===== src/rtl/uart_flag_pkg.sv =====
package uart_flag_pkg;

  // One bit per status flag; used both for the flags and for their arms.
  typedef struct packed {
    logic tbe;   // transmit holding register empty
    logic ovr;   // receive overrun
    logic rbf;   // receive holding register full
  } flag_set_t;

  localparam flag_set_t FLAGS_RESET = '{tbe: 1'b1, ovr: 1'b0, rbf: 1'b0};
  localparam flag_set_t FLAGS_NONE  = '{tbe: 1'b0, ovr: 1'b0, rbf: 1'b0};

endpackage


===== src/rtl/ufl_rst_sync.sv =====
module ufl_rst_sync #(
  parameter int STAGES = 2
) (
  input  logic clk,
  input  logic rst_n_in,
  output logic rst_n_out
);

  logic [STAGES-1:0] chain_q;
  logic [STAGES-1:0] chain_d;

  always_comb begin
    chain_d = {chain_q[STAGES-2:0], 1'b1};
  end

  always_ff @(posedge clk or negedge rst_n_in) begin
    if (!rst_n_in) chain_q <= '0;
    else           chain_q <= chain_d;
  end

  assign rst_n_out = chain_q[STAGES-1];

endmodule


===== src/rtl/ufl_arm_tracker.sv =====
module ufl_arm_tracker
  import uart_flag_pkg::*;
(
  input  logic      clk,
  input  logic      rst_n,
  input  logic      rd_stat,
  input  logic      rd_rxd,
  input  logic      wr_txd,
  input  flag_set_t flags,
  output flag_set_t arm
);

  flag_set_t arm_q;
  flag_set_t arm_d;
  logic      arm_en;

  // A status read takes a fresh snapshot. A data access otherwise uses up
  // the arms that belong to its register.
  always_comb begin
    arm_d  = arm_q;
    arm_en = rd_stat | rd_rxd | wr_txd;
    if (rd_stat) begin
      arm_d = flags;
    end else begin
      if (rd_rxd) begin
        arm_d.rbf = 1'b0;
        arm_d.ovr = 1'b0;
      end
      if (wr_txd) begin
        arm_d.tbe = 1'b0;
      end
    end
  end

  always_ff @(posedge clk or negedge rst_n) begin
    if (!rst_n)      arm_q <= FLAGS_NONE;
    else if (arm_en) arm_q <= arm_d;
  end

  assign arm = arm_q;

  AST_RBF_ARM_FROM_READ: assert property (@(posedge clk) disable iff (!rst_n)
    $rose(arm_q.rbf) |-> $past(rd_stat));
  AST_TBE_ARM_FROM_READ: assert property (@(posedge clk) disable iff (!rst_n)
    $rose(arm_q.tbe) |-> $past(rd_stat));
  AST_ARM_NEEDS_FLAG: assert property (@(posedge clk) disable iff (!rst_n)
    $rose(arm_q.ovr) |-> $past(flags.ovr));

endmodule


===== src/rtl/ufl_rx_path.sv =====
module ufl_rx_path #(
  parameter int DATA_W = 8
) (
  input  logic              clk,
  input  logic              rst_n,
  input  logic              rx_done,
  input  logic [DATA_W-1:0] rx_byte,
  input  logic              rd_rxd,
  input  logic              arm_rbf,
  input  logic              arm_ovr,
  output logic              rbf,
  output logic              ovr,
  output logic [DATA_W-1:0] data,
  output logic              irq
);

  logic              rbf_q, rbf_d;
  logic              ovr_q, ovr_d;
  logic [DATA_W-1:0] data_q;
  logic              irq_q, irq_d;
  logic              clr_rbf, clr_ovr, accept, room, load, overrun;

  always_comb begin
    clr_rbf = rd_rxd & arm_rbf;
    clr_ovr = rd_rxd & arm_ovr;
    accept  = rx_done & ~ovr_q;
    room    = ~rbf_q | clr_rbf;
    load    = accept & room;
    overrun = accept & ~room;

    rbf_d = rbf_q;
    if (load)         rbf_d = 1'b1;
    else if (clr_rbf) rbf_d = 1'b0;

    ovr_d = ovr_q;
    if (overrun)      ovr_d = 1'b1;
    else if (clr_ovr) ovr_d = 1'b0;

    irq_d = load | overrun;
  end

  always_ff @(posedge clk or negedge rst_n) begin
    if (!rst_n) begin
      rbf_q <= 1'b0;
      ovr_q <= 1'b0;
      irq_q <= 1'b0;
    end else begin
      rbf_q <= rbf_d;
      ovr_q <= ovr_d;
      irq_q <= irq_d;
    end
  end

  always_ff @(posedge clk or negedge rst_n) begin
    if (!rst_n)    data_q <= '0;
    else if (load) data_q <= rx_byte;
  end

  assign rbf  = rbf_q;
  assign ovr  = ovr_q;
  assign data = data_q;
  assign irq  = irq_q;

  AST_RBF_CLEAR_ARMED: assert property (@(posedge clk) disable iff (!rst_n)
    $fell(rbf_q) |-> $past(rd_rxd && arm_rbf));
  AST_OVR_NEEDS_FULL: assert property (@(posedge clk) disable iff (!rst_n)
    $rose(ovr_q) |-> $past(rbf_q));
  AST_OVR_FREEZES_DATA: assert property (@(posedge clk) disable iff (!rst_n)
    ovr_q |=> $stable(data_q));
  AST_OVR_CLEAR_ARMED: assert property (@(posedge clk) disable iff (!rst_n)
    $fell(ovr_q) |-> $past(rd_rxd && arm_ovr));
  AST_IRQ_FROM_FRAME: assert property (@(posedge clk) disable iff (!rst_n)
    irq_q |-> $past(rx_done));
  AST_IRQ_SINGLE: assert property (@(posedge clk) disable iff (!rst_n)
    irq_q && !rx_done |=> !irq_q);

endmodule


===== src/rtl/ufl_tx_path.sv =====
module ufl_tx_path #(
  parameter int DATA_W = 8
) (
  input  logic              clk,
  input  logic              rst_n,
  input  logic              tx_start,
  input  logic              wr_txd,
  input  logic [DATA_W-1:0] wdata,
  input  logic              arm_tbe,
  output logic              tbe,
  output logic [DATA_W-1:0] data
);

  logic              tbe_q, tbe_d;
  logic [DATA_W-1:0] data_q;
  logic              clr_tbe;

  // A clearing write wins over a shifter take in the same cycle: the new
  // byte is the one left waiting in the holding register.
  always_comb begin
    clr_tbe = wr_txd & arm_tbe;
    tbe_d   = tbe_q;
    if (clr_tbe)       tbe_d = 1'b0;
    else if (tx_start) tbe_d = 1'b1;
  end

  always_ff @(posedge clk or negedge rst_n) begin
    if (!rst_n) tbe_q <= 1'b1;
    else        tbe_q <= tbe_d;
  end

  always_ff @(posedge clk or negedge rst_n) begin
    if (!rst_n)      data_q <= '0;
    else if (wr_txd) data_q <= wdata;
  end

  assign tbe  = tbe_q;
  assign data = data_q;

  AST_TBE_CLEAR_ARMED: assert property (@(posedge clk) disable iff (!rst_n)
    $fell(tbe_q) |-> $past(wr_txd && arm_tbe));
  AST_TBE_SET_BY_START: assert property (@(posedge clk) disable iff (!rst_n)
    $rose(tbe_q) |-> $past(tx_start));
  AST_TBE_START_NO_WRITE: assert property (@(posedge clk) disable iff (!rst_n)
    tx_start && !wr_txd |=> tbe_q);

endmodule


===== src/rtl/uart_flag_unit.sv =====
module uart_flag_unit
  import uart_flag_pkg::*;
#(
  parameter int DATA_W      = 8,
  parameter int SYNC_STAGES = 2
) (
  input  logic              clk,
  input  logic              rst_n,
  input  logic              rx_done,
  input  logic [DATA_W-1:0] rx_byte,
  input  logic              tx_start,
  input  logic              rd_stat,
  input  logic              rd_rxd,
  input  logic              wr_txd,
  input  logic [DATA_W-1:0] wdata,
  output logic              rx_full,
  output logic              rx_overrun,
  output logic              tx_empty,
  output logic [DATA_W-1:0] rx_data,
  output logic [DATA_W-1:0] tx_data,
  output logic              rx_enable,
  output logic              rx_irq
);

  logic      rst_n_sync;
  flag_set_t flags;
  flag_set_t arm;

  ufl_rst_sync #(.STAGES(SYNC_STAGES)) u_rst (
    .clk       (clk),
    .rst_n_in  (rst_n),
    .rst_n_out (rst_n_sync)
  );

  ufl_arm_tracker u_arm (
    .clk     (clk),
    .rst_n   (rst_n_sync),
    .rd_stat (rd_stat),
    .rd_rxd  (rd_rxd),
    .wr_txd  (wr_txd),
    .flags   (flags),
    .arm     (arm)
  );

  ufl_rx_path #(.DATA_W(DATA_W)) u_rx (
    .clk     (clk),
    .rst_n   (rst_n_sync),
    .rx_done (rx_done),
    .rx_byte (rx_byte),
    .rd_rxd  (rd_rxd),
    .arm_rbf (arm.rbf),
    .arm_ovr (arm.ovr),
    .rbf     (flags.rbf),
    .ovr     (flags.ovr),
    .data    (rx_data),
    .irq     (rx_irq)
  );

  ufl_tx_path #(.DATA_W(DATA_W)) u_tx (
    .clk      (clk),
    .rst_n    (rst_n_sync),
    .tx_start (tx_start),
    .wr_txd   (wr_txd),
    .wdata    (wdata),
    .arm_tbe  (arm.tbe),
    .tbe      (flags.tbe),
    .data     (tx_data)
  );

  assign rx_full    = flags.rbf;
  assign rx_overrun = flags.ovr;
  assign tx_empty   = flags.tbe;
  assign rx_enable  = ~flags.ovr;

  AST_ENABLE_TRACKS_OVR: assert property (@(posedge clk) disable iff (!rst_n_sync)
    rx_overrun |=> !rx_enable || !rx_overrun);
  AST_OVR_WITH_FULL: assert property (@(posedge clk) disable iff (!rst_n_sync)
    $rose(rx_overrun) |-> rx_full);

endmodule


===== config.mk =====
export PLATFORM = sky130hd
export DESIGN_NAME = uart_flag_unit
export DESIGN_NICKNAME = d
export VERILOG_FILES = /design/src/rtl/uart_flag_pkg.sv /design/src/rtl/ufl_rst_sync.sv /design/src/rtl/ufl_arm_tracker.sv /design/src/rtl/ufl_rx_path.sv /design/src/rtl/ufl_tx_path.sv /design/src/rtl/uart_flag_unit.sv
export SDC_FILE = /design/constraint.sdc
export NUM_CORES = 1
export LEC_CHECK = 0
export BUFFER_PORTS_ARGS = -buffer_cell sky130_fd_sc_hd__buf_4
export CORE_UTILIZATION = 47
export DETAILED_ROUTE_END_ITERATION = 8
export PLACE_DENSITY = 0.87
export SETUP_SLACK_MARGIN = 0.4
export SKIP_CTS_REPAIR_TIMING = 1
export SLEW_MARGIN = 10
export SYNTH_ARGS = -nofsm -noshare
export SYNTH_HDL_FRONTEND = slang
export SYNTH_SLANG_ARGS = --single-unit

===== constraint.sdc =====
create_clock -name clk -period 1.8 [get_ports clk]
set_clock_uncertainty 0.1 [all_clocks]
set_input_delay 0.27 -clock clk [delete_from_list [all_inputs] [get_ports clk]]
set_output_delay 0.27 -clock clk [all_outputs]
set_load 0.01 [all_outputs]

* After elaboration in Yosys (flattened, before gate mapping)
Index checks and enable logic that the tools add are counted.
** Storage, ports and cells
- Register bits after elaboration :: 25
- Input port bits :: 23
- Output and inout bits :: 21
** Cells by class
- Mux-type cells :: 9
- Bitwise gates (word level) :: 13
- Reductions and logical operators :: 7
** Operator list (number)
- 2-bit nonzero test :: 5
- 1-bit two-way mux :: 7
- 1-bit AND :: 6
- 1-bit bitwise OR :: 4
- 2-bit AND reduction :: 2
- 3-bit two-way mux :: 1
- 1-bit inverter :: 3
- 2-bit two-way mux :: 1

* Longest topological paths before layout
Gate-level depths: netlist of run 1.
- Word-level depth :: 5
- Gate-level depth with buffers :: 3

* By module
From an unflattened synthesis of run 1, not the netlist that was laid out.
** Unflattened totals
- Cells, all modules :: 59
- Area, all modules :: 964.7 sq um
** By module, submodules not included
- ufl_rx_path :: times used 1, cells each 28, area each 431.7 sq um
- ufl_tx_path :: times used 1, cells each 19, area each 366.6 sq um
- ufl_arm_tracker :: times used 1, cells each 8, area each 108.9 sq um
- ufl_rst_sync :: times used 1, cells each 3, area each 53.8 sq um
- uart_flag_unit :: times used 1, cells each 1, area each 3.8 sq um

* Worst setup path after synthesis of run 1
OpenSTA, ideal clock, no wires.
- Path kind :: reg-to-reg
- From :: register u_rx.ovr_q, in the netlist u_rx.ovr
- To :: register u_rx.data_q[0], in the netlist u_rx.data[0]
- Arrival time :: 1.172 ns
- Data required time :: 1.575 ns
- Slack :: 0.403 ns
- Cell stages (with the launch flop) :: 4
- Buffers on the path :: 0
- Period minus slack after synthesis :: 1.397 ns
- Cells stage by stage :: dfrtp_1 -> nand2b_4 -> a21oi_4 -> mux2_2
** On the way
- Word-level cells in the longest chain between the ends :: 3
** Ends and longest elaborated chain
- from (decl) :: line ufl_rx_path.sv:18 : logic ovr_q, ovr_d;
- from (signal assigned) :: line ufl_rx_path.sv:49 : ovr_q <= ovr_d;
- 1-bit inverter :: line ufl_rx_path.sv:26 : accept = rx_done & ~ovr_q;
- 1-bit AND :: line ufl_rx_path.sv:26
- 1-bit AND :: line ufl_rx_path.sv:28 : load = accept & room;
- to (signal assigned) :: line ufl_rx_path.sv:56 : else if (load) data_q <= rx_byte;
- to (decl) :: line ufl_rx_path.sv:19 : logic [DATA_W-1:0] data_q;
No other way between the ends.
A chain may end at the register's enable or synchronous reset.

* Final worst setup path of run 1
- From :: register u_rx.ovr_q, in the netlist u_rx.ovr
- To :: register u_rx.data_q[5], in the netlist u_rx.data[5]
The elaborated chain is that of the path after synthesis.

==> results of run 1 <==
[cell usage in the layout (no fill, tap or decap)]
cell	netlist	layout
a21oi_1	3	3
a21oi_4	1	1
a22o_1	2	2
buf_12	0	1
buf_4	0	45
clkbuf_4	0	3
clkinv_2	0	1
conb_1	1	1
dfrtp_1	24	23
dfrtp_2	0	1
dfstp_2	1	1
dlygate4sd3_1	0	1
inv_1	2	2
mux2_2	17	10
mux2_4	0	7
nand2_1	4	4
nand2b_1	1	1
nand2b_4	1	1
nor2_1	3	3
o21ai_0	1	1
[logic make-up (layout without fill, tap and decap cells)]
logic type             count (synthesis)  in the layout
AOI/OAI and AO/OA                      7              7
muxes                                 17             17
other                                  1              1
DFF                                   25             25
and+or+nand+nor                        9              9
buffers and inverters                  3             53
[critical path, stage by stage, from the launching register on]
cell	delay [ns]
dfrtp_2	0.46
nand2b_4	0.17
a21oi_4	0.15
buf_12	0.15
mux2_4	0.30
[per-stage QoR]
stage	total power, mW	area [sq um]
floorplan	1.14	935
global placement	1.44	1290
detailed placement	1.47	1290
CTS	1.70	1320
global route	1.90	1380
finish	1.81	1380
[power breakdown]
group	switching, mW	leakage, nW	internal [mW]
clock	0.160	0.0177	0.0829
sequential	0.122	0.294	0.726
combinational	0.254	0.379	0.460
total	0.536	0.690	1.27
[state kept, by name, summed over array words and instances (netlist names)]
signal / flops
u_rx.ovr: 1
u_rx.rbf: 1
u_tx.data: 8
u_rx.data: 8
u_rst.chain_q: 2
u_tx.tbe: 1
u_rx.irq: 1
u_arm.arm: 3
[worst max-delay path by stage]
stage,start,endpoint,slack (ns),depth (start not counted)
floorplan,u_rx.ovr$_DFFE_PN0P_,u_rx.data[0]$_DFFE_PN0P_,0.40,3
global placement,u_rx.ovr$_DFFE_PN0P_,u_rx.data[5]$_DFFE_PN0P_,0.40,3
detailed placement,u_rx.ovr$_DFFE_PN0P_,u_rx.data[3]$_DFFE_PN0P_,0.34,3
CTS,u_rx.ovr$_DFFE_PN0P_,u_rx.data[3]$_DFFE_PN0P_,0.32,3
global route,u_rx.ovr$_DFFE_PN0P_,u_rx.data[0]$_DFFE_PN0P_,0.34,4
finish,u_rx.ovr$_DFFE_PN0P_,u_rx.data[5]$_DFFE_PN0P_,0.37,4
[area by class of cell]
type | instances | area (sq um)
flip-flops and latches | 25 | 628
fillers | 123 | 418
repair buffers | 47 | 368
multi-input cells | 34 | 322
well taps | 25 | 31.3
clock buffers | 3 | 22.5
inverters | 2 | 7.51
clock inverters | 1 | 5.00
[routing by layer]
| metal | global-route usage | vias to the layer above | routed length [microns] |
|---|---|---|---|
| li1 | - | 308 | - |
| met1 | 0.212 | 336 | 730 |
| met2 | 0.303 | 22 | 983 |
| met3 | 0.0471 | 6 | 85 |
| met4 | 0.0941 | 0 | 63 |
| met5 | 0 | - | 0 |
==> out/results.md, run 1 <==
| Metric | Reported |
|---|---|
| Layout Area Growth over Synthesis | 48.1% |
| Share of synthesized cell area in and, or, nand and nor gates | 0.0495 |
| DIE AREA | 2170 sq um |
| Share of synthesized area spent on multiplexers | 0.205 |
| Fraction of synthesized cell area taken by the top area cell type | 0.643 |
| Total of warnings raised by yosys | 0 |
| Final setup vio count | 0 |
| Worst Path Class, Setup | reg -> reg |
| # placed instances | 130 |
| Xor and xnor fraction of the mapped netlist area | 0 |
| RSZ-0062 raised after global routing | true |
| Final nets | 136 |
| Count of nets left with antenna violations after detail routing | 0 |
| Total track usage | 0.182 |
| Tightest Hold Check Type | in -> reg |
| Fin worst setup slack | 0.369 ns |
| Sequential fraction of the synthesis area | 0.671 |
| Hold endpoint | u_rx.ovr$_DFFE_PN0P_ |
| Peak fanout along the critical path | 7 |
| Number of vias per cell after detailed routing | 4.91 |
| FF-to-FF path depth | 4 |
| Insertion delay to the later sink of the worst-skew pair | 0.31 ns |
| HPWL after detailed placement | 1350 microns |
| Worst reg2reg endpoint | u_rx.data[5]$_DFFE_PN0P_ |
| Total I/O pin count | 44 |
| Critical Path Sink Type | flip-flop |
| Fin. max-slew vios | 0 |
| Count of unresolved DRC violations after routing | 0 |
| Leading cell types by count after synthesis | dfrtp_1 (24), mux2_2 (17), nand2_1 (4) |
| Core outline area | 1800 sq um |
| Asr flop ratio synth | 1.00 |
| Total congestion overflow after global routing | 0 |
| Data arrival time of the critical path | 1.55 ns |
| Number of inserted diodes | 0 |
| Relative slew margins | 0.586 |
| Cell type with the highest aggregate area in the netlist | dfrtp_1 |
| Post-Syn Area | 935 sq um |
| Maximum frequency from static timing analysis | 699 MHz |
| Reported max-cap violation count | 0 |
| Final cycle utilization of the critical path | 0.795 |
| Post-layout min period | 1.43 ns |
| Detailed-routing iteration count for the pre-antenna-repair pass | 4 |
| Power Density | 1300 nW/um^2 |
| Result of the run | complete, no violations |
| Number of flip-flops and latches in the synthesized netlist | 25 |
| Clock buffers created by TritonCTS | 3 |
| Reg2Reg Launch Point | u_rx.ovr$_DFFE_PN0P_ |
| Tightest Pin Transition | 0.621 ns |
| Chip Height | 46.6 microns |
| Number of global-route vias before repair | 644 |
| Static Leakage | 0.690 nW |
| Synth Area in Adders | 0 |
| Complex-gate fraction of the synthesized area | 0.0576 |
| Global placer's final weighted congestion | 0.731 |
| Worst setup timing slack at the placement stage | 0.341 ns |
| Leading cell types by total area after synthesis | dfrtp_1 (64%), mux2_2 (20%), dfstp_2 (2.8%) |
| Source of the worst hold timing path | rd_rxd |
| Deepest clock path buffer count | 2 |
| Unique cell type count in the Yosys netlist | 14 |
| CTS Sinks | 25 |
| Number of H-tree levels | 1 |
| Die Span X | 46.6 microns |
| Clock transition at the registers of the reported paths | 0.14 ns |
| Hold path cells | 2 |
| Clock root cell | clkbuf_4 |
| Combinational family with the most area after synthesis | multiplexers |
| Number of antenna violations at the first check in global routing | 0 |
| Worst path required time | 1.92 ns |
| VDD IR max | 974 uV |
| Final non-filler cell total | 137 |
| WL final | 1860 microns |
| CTS tree | built |
| Worst hold margin | 0.0305 ns |
| Post-Syn Area per Cell | 15.1 sq um |
| Starting density of the core | 0.519 |
| Number of flops mapped to enable cells by yosys | 0 |
| Synthesized net count | 85 |
| Vias after detailed routing | 672 |
| Total of buffers placed on input and output ports | 43 |
| Number of hold-slack violations in the final timing report | 0 |
| Fin Setup TNS | 0 ns |
| Iter 0 DRT Violations | 11 |
| Cells after synthesis | 62 |
| Wire length of the first global-routing pass | 2640 microns |
| Worst reg-to-reg setup slack | 0.37 ns |
| Row cnt | 15 |
| Startpoint kind of the worst setup timing path | flip-flop |
| Finished Core Util | 0.768 |
| Routed length per instance | 13.6 microns |
| Largest net degree at the start of global routing | 17 |
| Most frequently used cell type in the post-synthesis netlist | dfrtp_1 |
| Share of layout cells above drive strength 1 | 0.634 |
| Most used flip-flop cell after synthesis | dfrtp_1 |
(Power assumes the default switching activity.)
==> run 2, diff against run 1 <==
--- a/config.mk
+++ b/config.mk
@@ -6,9 +6,9 @@
 export NUM_CORES = 1
 export LEC_CHECK = 0
 export BUFFER_PORTS_ARGS = -buffer_cell sky130_fd_sc_hd__buf_4
-export CORE_UTILIZATION = 47
+export CORE_UTILIZATION = 44
 export DETAILED_ROUTE_END_ITERATION = 8
-export PLACE_DENSITY = 0.87
+export PLACE_DENSITY = 0.82
 export SETUP_SLACK_MARGIN = 0.4
 export SKIP_CTS_REPAIR_TIMING = 1
 export SLEW_MARGIN = 10
==> constraint.sdc (replaced) <==
create_clock -name clk -period 1.4 [get_ports clk]
set_clock_uncertainty 0.1 [all_clocks]
set_input_delay 0.21 -clock clk [delete_from_list [all_inputs] [get_ports clk]]
set_output_delay 0.21 -clock clk [all_outputs]
set_load 0.01 [all_outputs]
==> run 2 against run 1 <==
Net effect:
- critical path depth unchanged
- routed wire length rose by 11%
- total power grew 44%
- register-to-register slack got worse by 0.34 ns
- die area up 6.5%
- utilization increased by 0.21 points
- non-clock buffer count up 7
- largest cell class unchanged
==> out/results.md, run 2 (synthesis results as in run 1) <==
| Metric | Reported | vs previous |
|---|---|---|
| Core outline area | 1980 sq um | +10% |
| Design Power | 2.61 mW | +44% |
| Peak fanout along the critical path | 8 | +1 |
| Static Leakage | 0.751 nW | +8.8% |
| Reported max-cap violation count | 0 | unchanged |
| Insertion delay to the later sink of the worst-skew pair | 0.31 ns | about the same |
| Clock transition at the registers of the reported paths | 0.13 ns | about the same |
| Final cycle utilization of the critical path | 0.978 | +0.183 |
| Cell type of the slowest stage on the worst timing path | dfrtp_2 |  |
| Critical Path Sink Type | flip-flop |  |
| Number of vias per cell after detailed routing | 4.66 | -5.0% |
| Total track usage | 0.147 | -0.0348 |
| Maximum frequency from static timing analysis | 731 MHz | +4.6% |
| Fin. max-slew vios | 0 | unchanged |
| Layout Area Growth over Synthesis | 63.3% |  |
| Worst setup timing slack at the placement stage | -0.00356 ns | -0.345 ns |
| CTS Sinks | 25 | unchanged |
| Starting density of the core | 0.472 | -0.0472 |
| Count of unresolved DRC violations after routing | 0 | unchanged |
| Final setup vio count | 0 | unchanged |
| Result of the run | complete, no violations |  |
| Critical path, cell by cell | nand2b_4 -> a21oi_4 -> buf_12 -> mux2_4 |  |
| Finished Core Util | 0.770 | +0.00215 |
| Source of the worst hold timing path | rd_stat |  |
| Iter 0 DRT Violations | 11 | unchanged |
| Row cnt | 16 | +1 |
| VDD IR max | 1460 uV | +50% |
| Fin worst setup slack | 0.0312 ns | -0.337 ns |
| Largest net degree at the start of global routing | 15 | -2 |
| Tightest Hold Check Type | in -> reg |  |
| Maximum single-stage delay on the critical path | 0.42 ns | -0.04 ns |
| Hold endpoint | u_arm.arm[1]$_DFFE_PN0P_ |  |
| Busiest grt layer | met2 |  |
| Met3 global-route usage | 0.0370 | -0.0100 |
| Total of buffers placed on input and output ports | 43 | unchanged |
| Wire length of the first global-routing pass | 2330 microns | -12% |
| Data arrival time of the critical path | 1.48 ns | -0.07 ns |
| Clock buffers created by TritonCTS | 3 | unchanged |
| Total I/O pin count | 44 | unchanged |
| Number of global-route vias before repair | 552 | -14% |
| Total congestion overflow after global routing | 0 | unchanged |
| Deepest clock path buffer count | 2 | unchanged |
| Startpoint kind of the worst setup timing path | flip-flop |  |
| Most common cell after layout, fill and taps aside | buf_4 |  |
| Number of H-tree levels | 1 | unchanged |
| Detailed-routing iteration count for the pre-antenna-repair pass | 3 | -1 |
| Hold path cells | 2 | unchanged |
| Count of nets left with antenna violations after detail routing | 0 | unchanged |
| Global Route met1 Usage | 0.194 | -0.0181 |
| CTS tree | built |  |
| Clock root cell | clkbuf_4 |  |
| FF-to-FF path depth | 4 | unchanged |
| Worst Path Class, Setup | reg -> reg |  |
| Power Density | 1710 nW/um^2 | +31% |
| Post-layout min period | 1.37 ns | -0.0626 ns |
| Worst path required time | 1.51 ns | -0.41 ns |
| WL final | 2070 microns | +11% |
| RSZ-0062 raised after global routing | true |  |
| M2 GR Usage | 0.238 | -0.0649 |
| Global placer's final weighted congestion | 0.623 | -15% |
| Routed length per instance | 14.2 microns | +4.1% |
| Worst reg2reg endpoint | u_rx.data[5]$_DFFE_PN0P_ |  |
| Final nets | 143 | +5.1% |
| Die Span X | 48.1 microns | +3.2% |
| Number of inserted diodes | 0 | unchanged |
| Vias after detailed routing | 680 | +1.2% |
| Reg2Reg Launch Point | u_rx.ovr$_DFFE_PN0P_ |  |
| Number of antenna violations at the first check in global routing | 0 | unchanged |
| Commonest cells after routing, fill and taps aside | buf_4 (30), dfrtp_1 (23), buf_6 (20) |  |
| Worst reg-to-reg setup slack | 0.03 ns | -0.34 ns |
| HPWL after detailed placement | 1410 microns | +3.7% |
| Number of hold-slack violations in the final timing report | 0 | unchanged |
| Chip Height | 48.1 microns | +3.2% |
| DIE AREA | 2310 sq um | +6.5% |
| Share of layout cells above drive strength 1 | 0.647 | +0.0131 |
-- run 2: cell type report --
cell class / instances / area [sq um]
clock buffer: 3 / 22.5
clock inverter: 1 / 5.00
fill: 120 / 455
inverter: 2 / 7.51
multi-input combinational: 34 / 329
sequential: 25 / 628
tap: 27 / 33.8
timing repair buffer: 54 / 500
-- run 2: worst max path at each step --
stage / slack [ns] / start / endpoint
floorplan: 0.02 / u_rx.ovr$_DFFE_PN0P_ / u_rx.data[0]$_DFFE_PN0P_
global placement: 0.04 / u_rx.ovr$_DFFE_PN0P_ / u_rx.data[1]$_DFFE_PN0P_
detailed placement: -0.004 / u_rx.ovr$_DFFE_PN0P_ / u_rx.data[5]$_DFFE_PN0P_
CTS: -0.02 / u_rx.ovr$_DFFE_PN0P_ / u_rx.data[5]$_DFFE_PN0P_
global route: -0.01 / u_rx.ovr$_DFFE_PN0P_ / u_rx.data[5]$_DFFE_PN0P_
finish: 0.03 / u_rx.ovr$_DFFE_PN0P_ / u_rx.data[5]$_DFFE_PN0P_
-- run 2: worst max-delay path, delay by kind of cell (launching register included) --
kind                   cells  cell delay [ns]
and+or+nand+nor            1             0.15
DFF                        1             0.42
buffers and inverters      1             0.15
AOI/OAI and AO/OA          1             0.13
muxes                      1             0.31
-- run 2: per-stage QoR --
| step | hold slack [ns] | std cells | cell area (sq um) | TNS [ns] |
|---|---|---|---|---|
| floorplan | -0.186 | 62 | 936 | 0 |
| detailed placement | -0.106 | 135 | 1320 | -0.00446 |
| global route | 0.00826 | 146 | 1530 | -0.0580 |
| global placement | -0.108 | 135 | 1320 | 0 |
| CTS | -0.462 | 139 | 1350 | -0.0192 |
| finish | 0.0196 | 146 | 1530 | 0 |
-- run 2: power breakdown --
group,total [mW],switching [mW],internal [mW]
sequential,1.09,0.158,0.935
clock,0.315,0.209,0.107
combinational,1.20,0.411,0.788
-- run 2: layer usage --
layer	vias to the layer above	routed length, microns
met5	-	0
met4	0	9
met3	2	100
met2	22	1130
met1	333	822
li1	323	-
==> run 3, diff against run 2 <==
--- a/config.mk
+++ b/config.mk
@@ -8,7 +8,7 @@
 export BUFFER_PORTS_ARGS = -buffer_cell sky130_fd_sc_hd__buf_4
 export CORE_UTILIZATION = 44
 export DETAILED_ROUTE_END_ITERATION = 8
-export PLACE_DENSITY = 0.82
+export PLACE_DENSITY = 0.86
 export SETUP_SLACK_MARGIN = 0.4
 export SKIP_CTS_REPAIR_TIMING = 1
 export SLEW_MARGIN = 10
==> run 3 against run 2 <==
Net effect:
- sequential share of layout area decreased by 2.9 points
- worst hold slack better by 0.0063 ns
- utilization rose by 6.1 points
- first-iteration DRC count grew 9.1%
- die area is the same
- flip-flop and latch count is the same
- worst setup slack got worse by 0.013 ns
- non-clock buffer count up 10
- final cell count is 6.8% higher
- register-to-register slack barely moved
- largest power group unchanged
==> out/results.md, run 3 (synthesis results as in run 1) <==
| Metric | Reported | vs previous |
|---|---|---|
| Die Span X | 48.1 microns | unchanged |
| CTS Sinks | 25 | unchanged |
| Number of buffer and inverter stages on the critical path | 1 | unchanged |
| Largest net degree at the start of global routing | 24 | +9 |
| Worst Path Class, Setup | reg -> reg |  |
| Clock root cell | clkbuf_4 |  |
| Critical path, cell by cell | nand2b_4 -> a21oi_4 -> buf_12 -> mux2_4 |  |
| Global placer's final weighted congestion | 0.707 | +13% |
| Worst hold margin | 0.0259 ns | +0.00633 ns |
| Startpoint kind of the worst setup timing path | flip-flop |  |
| Total I/O pin count | 44 | unchanged |
| Data arrival time of the critical path | 1.50 ns | +0.02 ns |
| Final nets | 153 | +7.0% |
| FILL cells | 101 | -16% |
| Routed length per instance | 15.1 microns | +6.4% |
| VDD IR max | 1080 uV | -26% |
| Share of layout cells above drive strength 1 | 0.605 | -0.0424 |
| WL final | 2350 microns | +14% |
| Number of hold-slack violations in the final timing report | 0 | unchanged |
| Final cycle utilization of the critical path | 0.987 | +0.00949 |
| Vias after detailed routing | 729 | +7.2% |
| Count of unresolved DRC violations after routing | 0 | unchanged |
| Met3 global-route usage | 0.0519 | +0.0148 |
| DIE AREA | 2310 sq um | unchanged |
| Reported max-cap violation count | 0 | unchanged |
| Worst path required time | 1.52 ns | about the same |
| Count of nets left with antenna violations after detail routing | 0 | unchanged |
| Worst setup timing slack at the placement stage | -0.000387 ns | +0.00317 ns |
| Total congestion overflow after global routing | 0 | unchanged |
| Detailed-routing iteration count for the pre-antenna-repair pass | 4 | +1 |
| Maximum single-stage delay on the critical path | 0.44 ns | +0.02 ns |
| M2 GR Usage | 0.330 | +0.0919 |
| Number of inserted diodes | 0 | unchanged |
| Fin worst setup slack | 0.0179 ns | -0.0133 ns |
| Clock transition at the registers of the reported paths | 0.14 ns | about the same |
| Number of vias per cell after detailed routing | 4.67 | +0.33% |
| Number of global-route vias before repair | 686 | +24% |
| Clock buffers created by TritonCTS | 3 | unchanged |
| Result of the run | complete, no violations |  |
| HPWL after detailed placement | 1410 microns | +0.36% |
| Deepest clock path buffer count | 2 | unchanged |
| Tightest Hold Check Type | in -> reg |  |
| Number of antenna violations at the first check in global routing | 0 | unchanged |
| Final setup vio count | 0 | unchanged |
| Cell type of the slowest stage on the worst timing path | dfrtp_2 |  |
| Power Density | 1620 nW/um^2 | -5.0% |
| Wire length of the first global-routing pass | 2790 microns | +20% |
| Insertion delay to the later sink of the worst-skew pair | 0.31 ns | about the same |
| Largest delay share family, worst path | flip-flops |  |
| Design Power | 2.67 mW | +2.5% |
| Iter 0 DRT Violations | 12 | +1 |
| Commonest cells after routing, fill and taps aside | buf_4 (27), buf_6 (22), dfrtp_1 (22) |  |
| Core outline area | 1980 sq um | unchanged |
| Number of H-tree levels | 1 | unchanged |
| Chip Height | 48.1 microns | unchanged |
| Static Leakage | 0.792 nW | +5.5% |
| Most common cell after layout, fill and taps aside | buf_4 |  |
| Layout Area Growth over Synthesis | 76.2% |  |
| RSZ-0062 raised after global routing | true |  |
| Global Route met1 Usage | 0.203 | +0.00927 |
| Maximum frequency from static timing analysis | 724 MHz | -0.96% |
| Fin. max-slew vios | 0 | unchanged |
| Total of buffers placed on input and output ports | 43 | unchanged |
| Critical Path Sink Type | flip-flop |  |
| Starting density of the core | 0.472 | unchanged |
| CTS tree | built |  |
| Peak fanout along the critical path | 8 | unchanged |
| Total track usage | 0.184 | +0.0378 |
| Post-layout min period | 1.38 ns | +0.0133 ns |
| Busiest grt layer | met2 |  |
| Row cnt | 16 | unchanged |
## run 3: worst register-to-register path: cells and delay by family, from the launching register on
family,cells,cell delay [ns]
multiplexers,1,0.30
buffers and inverters,1,0.15
AND/OR/NAND/NOR,1,0.16
flip-flops,1,0.44
AO/OA/AOI/OAI,1,0.13
## run 3: through the flow
step / cells / setup TNS (ns) / utilization / area, sq um
3_5_place_dp: 133 / -0.000387 / 0.657 / 1300
6_report: 156 / 0 / 0.831 / 1650
3_3_place_gp: 133 / 0 / 0.657 / 1300
2_1_floorplan: 62 / 0 / - / 936
5_1_grt: 156 / 0 / 0.831 / 1650
4_1_cts: 137 / -0.0255 / 0.672 / 1330
## run 3: worst paths after layout
check / from / end / slack, ns / cells after the start
min reg2reg: u_rst.chain_q[1]$_DFF_PN0_ / u_tx.data[0]$_DFFE_PN0P_ / 0.13 / 1
max reg2reg: u_rx.ovr$_DFFE_PN0P_ / u_rx.data[6]$_DFFE_PN0P_ / 0.02 / 4
max: u_rx.ovr$_DFFE_PN0P_ / u_rx.data[6]$_DFFE_PN0P_ / 0.02 / 4
min in group asynchronous: rst_n / u_rst.chain_q[0]$_DFF_PN0_ / 0.09 / 2
min: wr_txd / u_tx.tbe$_DFFE_PN1P_ / 0.03 / 2
max in group asynchronous: u_rst.chain_q[1]$_DFF_PN0_ / u_tx.tbe$_DFFE_PN1P_ / 0.80 / 1
## run 3: per-layer routing
layer | share of wire | vias up
met5 | 0 | -
met4 | 0.0051 | 0
met3 | 0.048 | 2
met2 | 0.51 | 28
met1 | 0.43 | 355
li1 | - | 344
## run 3: cell type report
| class | instances | area, sq um | share of cell area |
|---|---|---|---|
| Clock inverter | 1 | 7.51 | 0.00456 |
| Clock buffer | 3 | 22.5 | 0.0137 |
| Tap cell | 27 | 33.8 | 0.0205 |
| Inverter | 2 | 10.0 | 0.00608 |
| Timing Repair Buffer | 64 | 611 | 0.371 |
| Multi-Input combinational cell | 34 | 333 | 0.202 |
| Sequential cell | 25 | 629 | 0.382 |
## run 3: where the power goes
group	total, mW	leakage (nW)	internal (mW)	switching, mW
sequential	1.11	0.293	0.938	0.173
combinational	1.23	0.485	0.815	0.419
clock	0.328	0.0139	0.109	0.219
